**config.mk**
```make
export PLATFORM = sky130hd
export DESIGN_NAME = xlat_walker
export DESIGN_NICKNAME = d
export VERILOG_FILES = /design/src/rtl/xlat_walker.sv
export SDC_FILE = /design/constraint.sdc
export NUM_CORES = 1
export LEC_CHECK = 0
export BUFFER_PORTS_ARGS = -buffer_cell sky130_fd_sc_hd__buf_2
export CORE_MARGIN = 2
export CORE_UTILIZATION = 30
export CTS_CLUSTER_DIAMETER = 200
export DETAILED_ROUTE_END_ITERATION = 7
export HOLD_SLACK_MARGIN = 0.08
export PLACE_DENSITY_LB_ADDON = 0.25
export SYNTH_ARGS = -nofsm -noshare
export SYNTH_HDL_FRONTEND = slang
export SYNTH_SLANG_ARGS = --single-unit
```
**constraint.sdc**
```tcl
create_clock -name clk -period 5 [get_ports clk]
set_input_delay 0.75 -clock clk [delete_from_list [all_inputs] [get_ports clk]]
set_output_delay 0.75 -clock clk [all_outputs]
set_load 0.01 [all_outputs]
```
**src/rtl/xlat_walker.sv**
```systemverilog
module xlat_walker (
  input  logic        clk,
  input  logic        rst_n,
  input  logic        start,
  input  logic [63:0] va,
  input  logic        is_write,
  input  logic [1:0]  asc_mode,
  input  logic [63:0] desc_pri,
  input  logic [63:0] desc_sec,
  input  logic [63:0] desc_home,
  input  logic        big_frame_en,
  input  logic        xlat_en,
  output logic        mem_req,
  output logic [63:0] mem_addr,
  input  logic        mem_vld,
  input  logic [63:0] mem_data,
  output logic        done,
  output logic        fault,
  output logic [1:0]  fault_code,
  output logic [63:0] fault_teid,
  output logic [63:0] real_addr,
  output logic        wr_ok
);
  localparam logic [1:0] F_SEG = 2'd0, F_PAGE = 2'd1, F_SPEC = 2'd2, F_PROT = 2'd3;

  logic        busy, wr_q, ro_q;
  logic [2:0]  lvl;
  logic [1:0]  mb_q, mb_in;
  logic [63:0] org, va_q, desc, offs, e;
  logic        range_bad;
  logic        s_flt, s_fin, s_ro;
  logic [1:0]  s_code;
  logic [63:0] s_real, s_org;

  assign desc  = (asc_mode == 2'b10) ? desc_sec : (asc_mode == 2'b11) ? desc_home : desc_pri;
  assign mb_in = (asc_mode == 2'b01) ? 2'b00 : asc_mode;
  assign e     = mem_data;
  assign mem_req  = busy;
  assign mem_addr = org + offs;

  logic unused_bits;
  assign unused_bits = ^{e[8:6], e[4], e[1:0], desc[11:4], desc[1:0]};

  always_comb begin
    case (desc[3:2])
      2'd0:    range_bad = |va[63:31];
      2'd1:    range_bad = |va[63:42];
      2'd2:    range_bad = |va[63:53];
      default: range_bad = 1'b0;
    endcase
  end

  always_comb begin
    case (lvl)
      3'd4:    offs = (va_q >> 50) & 64'h3FF8;
      3'd3:    offs = (va_q >> 39) & 64'h3FF8;
      3'd2:    offs = (va_q >> 28) & 64'h3FF8;
      3'd1:    offs = (va_q >> 17) & 64'h3FF8;
      default: offs = (va_q >> 9)  & 64'h07F8;
    endcase
  end

  always_comb begin
    s_flt  = 1'b0;
    s_fin  = 1'b0;
    s_code = F_SEG;
    s_ro   = ro_q;
    s_real = 64'd0;
    s_org  = {e[63:12], 12'd0};
    if (lvl >= 3'd2) begin
      if (e[5]) s_flt = 1'b1;
      else if (e[3:2] != 2'(lvl - 3'd2)) begin
        s_flt  = 1'b1;
        s_code = F_SPEC;
      end
    end else if (lvl == 3'd1) begin
      s_ro = e[9];
      if (e[5]) s_flt = 1'b1;
      else if (e[10] && big_frame_en) begin
        s_fin  = 1'b1;
        s_real = {e[63:20], va_q[19:0]};
      end else s_org = {e[63:11], 11'd0};
    end else begin
      if (e[10]) begin
        s_flt  = 1'b1;
        s_code = F_PAGE;
      end else begin
        s_fin  = 1'b1;
        s_ro   = ro_q | e[9];
        s_real = {e[63:12], va_q[11:0]};
      end
    end
  end

  always_ff @(posedge clk or negedge rst_n) begin
    if (!rst_n) begin
      busy <= 1'b0; lvl <= 3'd0; org <= '0; va_q <= '0; wr_q <= 1'b0; ro_q <= 1'b0;
      mb_q <= 2'd0; done <= 1'b0; fault <= 1'b0; fault_code <= 2'd0;
      fault_teid <= '0; real_addr <= '0; wr_ok <= 1'b0;
    end else begin
      done  <= 1'b0;
      fault <= 1'b0;
      if (!busy) begin
        if (start) begin
          va_q <= va;
          wr_q <= is_write;
          mb_q <= mb_in;
          ro_q <= 1'b0;
          if (!xlat_en) begin
            real_addr <= va;
            wr_ok     <= 1'b1;
            done      <= 1'b1;
          end else if (range_bad) begin
            fault      <= 1'b1;
            fault_code <= F_SPEC;
            fault_teid <= {va[63:12], 10'd0, mb_in};
          end else begin
            busy <= 1'b1;
            lvl  <= {1'b0, desc[3:2]} + 3'd1;
            org  <= {desc[63:12], 12'd0};
          end
        end
      end else if (mem_vld) begin
        ro_q <= s_ro;
        org  <= s_org;
        lvl  <= lvl - 3'd1;
        if (s_flt) begin
          busy       <= 1'b0;
          fault      <= 1'b1;
          fault_code <= s_code;
          fault_teid <= {va_q[63:12], 10'd0, mb_q};
        end else if (s_fin) begin
          busy      <= 1'b0;
          real_addr <= s_real;
          wr_ok     <= !s_ro;
          if (wr_q && s_ro) begin
            fault      <= 1'b1;
            fault_code <= F_PROT;
            fault_teid <= {va_q[63:12], 9'd0, 1'b1, mb_q};
          end else done <= 1'b1;
        end
      end
    end
  end
endmodule

```
==> results.py <==
metrics = {
    "global_routing": {
        "grt_pass1_vias": 12300,
        "grt_max_degree": 124,
        "grt_first_pass_wirelength_um": 76300,
        "antenna_found_initial": 13,
        "track_usage": 0.209,
        "gr-total-overflow": 0,
    },
    "clock_network": {
        "cts_buffers": 30,
        "cts.sinks": 249,
        "clock_latency_ns": 0.57,
        "cts_tree": "done",
        "cts_resized": 0,
        "cts_root_buf": "clkbuf_16",
        "post_cts.repair.setup_buffers": 0,
        "htree_levels": 1,
        "clk_path_buf_depth": 3,
        "cts.hold.buffers_added": 0,
        "clkTransAtPathRegs_ns": 0.06,
    },
    "setup_path": {
        "slowest_stage": "dfrtp_2",
        "r2r-end": "fault_teid[17]$_DFFE_PN0P_",
        "crit_path_end_kind": "primary output",
        "r2r_start": "lvl[0]$_DFFE_PN0P_",
        "crit_fanout": 9,
        "worstPathRequired_ns": 4.25,
        "reg2reg_slack_ns": 1.61,
        "max_stage_delay_ns": 0.44,
        "cp-start-kind": "flip-flop",
        "crit_arrival_ns": 3.99,
        "crit_type": "flip-flop to primary output",
        "path_cells": "inv_1 > ha_1 > a222oi_1 > nor2_1 > a31oi_1 > inv_1 > ha_1 > a21o_1 > a21oi_1 > buf_4 > nor4b_4 > buf_4 > nand3_1 > nor2_1 > xor2_1 > buf_2",
        "ff2ff_path_depth": 10,
    },
    "yosys": {
        "netlist.top_cell.by_area": "dfrtp_1",
        "synth.mux.area_fraction": 0.133,
        "yosysUniqueCellTypes": 60,
        "synth-async-reset-ratio": 1.00,
        "synth_fa_ha_area_frac": 0.0122,
        "synth_edf_count": 0,
        "syn_area_per_cell_um2": 9.03,
        "synth_top_area_frac": 0.446,
        "ys_warn_count": 0,
        "synthCells": 1548,
        "synth-simple-area-share": 0.190,
        "synth-seq-area-share": 0.446,
        "synthXorXnorAreaFrac": 0.0326,
        "synth_top_family_by_area": "simple AND/OR/NAND/NOR gates",
        "synth_compound_area_frac": 0.145,
        "yosys-top-cells-area": "dfrtp_1, nand2_1, mux2_2",
        "ys_ff_latch": 249,
        "syn_area_um2": 14000,
        "synth_ff_type": "dfrtp_1",
    },
    "route": {
        "remaining_drc_errors": 1,
        "drt_wl_total_um": 52600,
        "wl_per_cell_um": 20.1,
        "route.met2.wl_um": 25200,
        "drt_first_pass_iters": 8,
        "wl_met3_um": 3580,
        "antenna_left": 0,
        "drt_iter0_drc": 805,
        "wl_met1_um": 22500,
        "top_layer": "met5",
        "vias_per_cell": 4.93,
        "vias": 12900,
    },
    "finish": {
        "fin_util": 0.389,
        "area_growth_syn_to_layout_pct": 28.8,
        "regArea_um2": 6240,
        "finalInstanceArea_um2": 18000,
        "nets": 2320,
        "layout_commonest_cell": "buf_2",
        "most-common-layout-cells": "buf_2, nand2_1, dfrtp_1, a21oi_1, o21ai_0",
        "fill_cells": 4777,
        "layout-drive-gt1-share": 0.339,
        "multi_input_area_um2": 7280,
    },
    "sta": {
        "slew_headroom": 0.402,
        "timing.hold.ws_ns": 0.150,
        "final-hold-violation-count": 0,
        "slew_violations": 0,
        "clock_skew_ns": 0.00852,
        "max_freq_mhz": 211,
        "setup_viol": 0,
        "tightest_slew_ns": 0.897,
        "finalCritPeriodShare": 0.948,
        "layout_min_cycle_time_ns": 4.74,
    },
    "power_and_ir_drop": {
        "power_density_nw_per_um2": 566,
        "ir_drop_mv": 0.305,
        "p_leak_nw": 8.90,
    },
    "floorplanning": {
        "initial_core_util": 0.302,
        "rows": 79,
        "dieArea_um2": 48300,
        "die_w_um": 220,
        "pin_count": 527,
        "core_area_um2": 46300,
        "die_h_um": 220,
    },
    "placement": {
        "gp_congestion": 0.866,
        "hpwl_um": 39400,
        "port_buffers": 478,
        "dpl_cell_area_um2": 16900,
    },
    "outcome": {
        "violations": "design-rule violations",
        "status": "finished, violations left",
    },
    "hold_path": {
        "hold_class": "primary input to async pin",
    },
    "job": {
        "cap_viol_max_count": 0,
    },
}
[registers in the layout (all words and copies together), names as in the netlist, 2 cells and up]
register	cells
real_addr	64
mb_q	2
fault_code	2
org	53
fault_teid	55
va_q	64
lvl	3
[per-stage QoR]
| stage | power, mW | setup WS [ns] | instances | setup TNS (ns) |
|---|---|---|---|---|
| final | 10.2 | 0.262 | 2613 | 0 |
| after global routing | 10.9 | -0.00567 | 2613 | -0.0113 |
| after CTS | 10.3 | 0.0294 | 2609 | 0 |
| after detailed placement | 7.94 | 0.663 | 2553 | 0 |
| after global placement | 7.84 | 0.754 | 2553 | 0 |
| after floorplan | 6.02 | 1.06 | 1559 | 0 |
[cell usage after synthesis, types with 12 or more instances]
| cell type | number |
|---|---|
| nor2b_1 | 59 |
| mux2_2 | 87 |
| nand2_1 | 345 |
| buf_1 | 15 |
| mux2i_1 | 64 |
| a21oi_1 | 123 |
| inv_1 | 17 |
| clkbuf_1 | 65 |
| a21o_1 | 48 |
| dfrtp_1 | 249 |
| buf_4 | 12 |
| buf_2 | 18 |
| o211ai_1 | 16 |
| ha_1 | 12 |
| nand3_1 | 31 |
| mux2_4 | 16 |
| o21ai_0 | 106 |
| nand2b_1 | 12 |
| nor2_1 | 91 |
| xor2_1 | 16 |
| xnor2_1 | 36 |
[worst max path at each step]
stage	to	start	cells past startpoint	slack, ns
5_1_grt	mem_addr[60]	lvl[0]$_DFFE_PN0P_	16	-0.006
3_5_place_dp	mem_addr[61]	lvl[1]$_DFFE_PN0P_	16	0.66
3_3_place_gp	mem_addr[61]	lvl[1]$_DFFE_PN0P_	16	0.75
6_report	mem_addr[56]	lvl[0]$_DFFE_PN0P_	16	0.26
4_1_cts	mem_addr[61]	lvl[1]$_DFFE_PN0P_	16	0.03
2_1_floorplan	mem_addr[57]	lvl[1]$_DFFE_PN0P_	15	1.06
[worst max-delay path: cells and delay by family (launching register included)]
kind / cells / cell delay (ns)
buffers and inverters: 5 / 0.77
AO/OA/AOI/OAI: 4 / 0.77
AND/OR/NAND/NOR: 4 / 0.72
adder cells (fa/ha/maj): 2 / 0.51
flip-flops: 1 / 0.44
XOR/XNOR: 1 / 0.17
[final cells by class]
cell class                      count  share of cell area
Inverter                           17             0.00354
Multi-Input combinational cell   1180               0.404
Clock buffer                       47              0.0525
Antenna cell                        4            0.000556
Sequential cell                   249               0.346
Tap cell                          607              0.0422
Timing Repair Buffer              500               0.145
Clock inverter                      9             0.00563
[cells by family (layout without fill, tap and decap cells)]
logic type                 count (synthesis)  in the layout
other                                      1             16
xor gates and xnor gates                  52             52
adders and majority gates                 13             13
muxes                                    167            167
AOI/OAI and AO/OA                        341            341
DFF                                      249            249
and+or+nand+nor                          595            595
buffers and inverters                    130            573
[power breakdown]
part           internal [mW]  switching [mW]  total, mW  leakage, nW
logic                   1.86            2.34       4.20         5.43
registers               2.89           0.800       3.69         2.95
clock network           1.39           0.909       2.30        0.520
total                   6.15            4.04       10.2         8.90
[metal layers]
metal  up-vias  global-route usage
met5         -                   0
met4        14              0.0541
met3        79              0.0496
met2       423               0.351
met1      6207               0.270
li1       6161                   -
No activity file was read; power rests on OpenSTA's default activity.
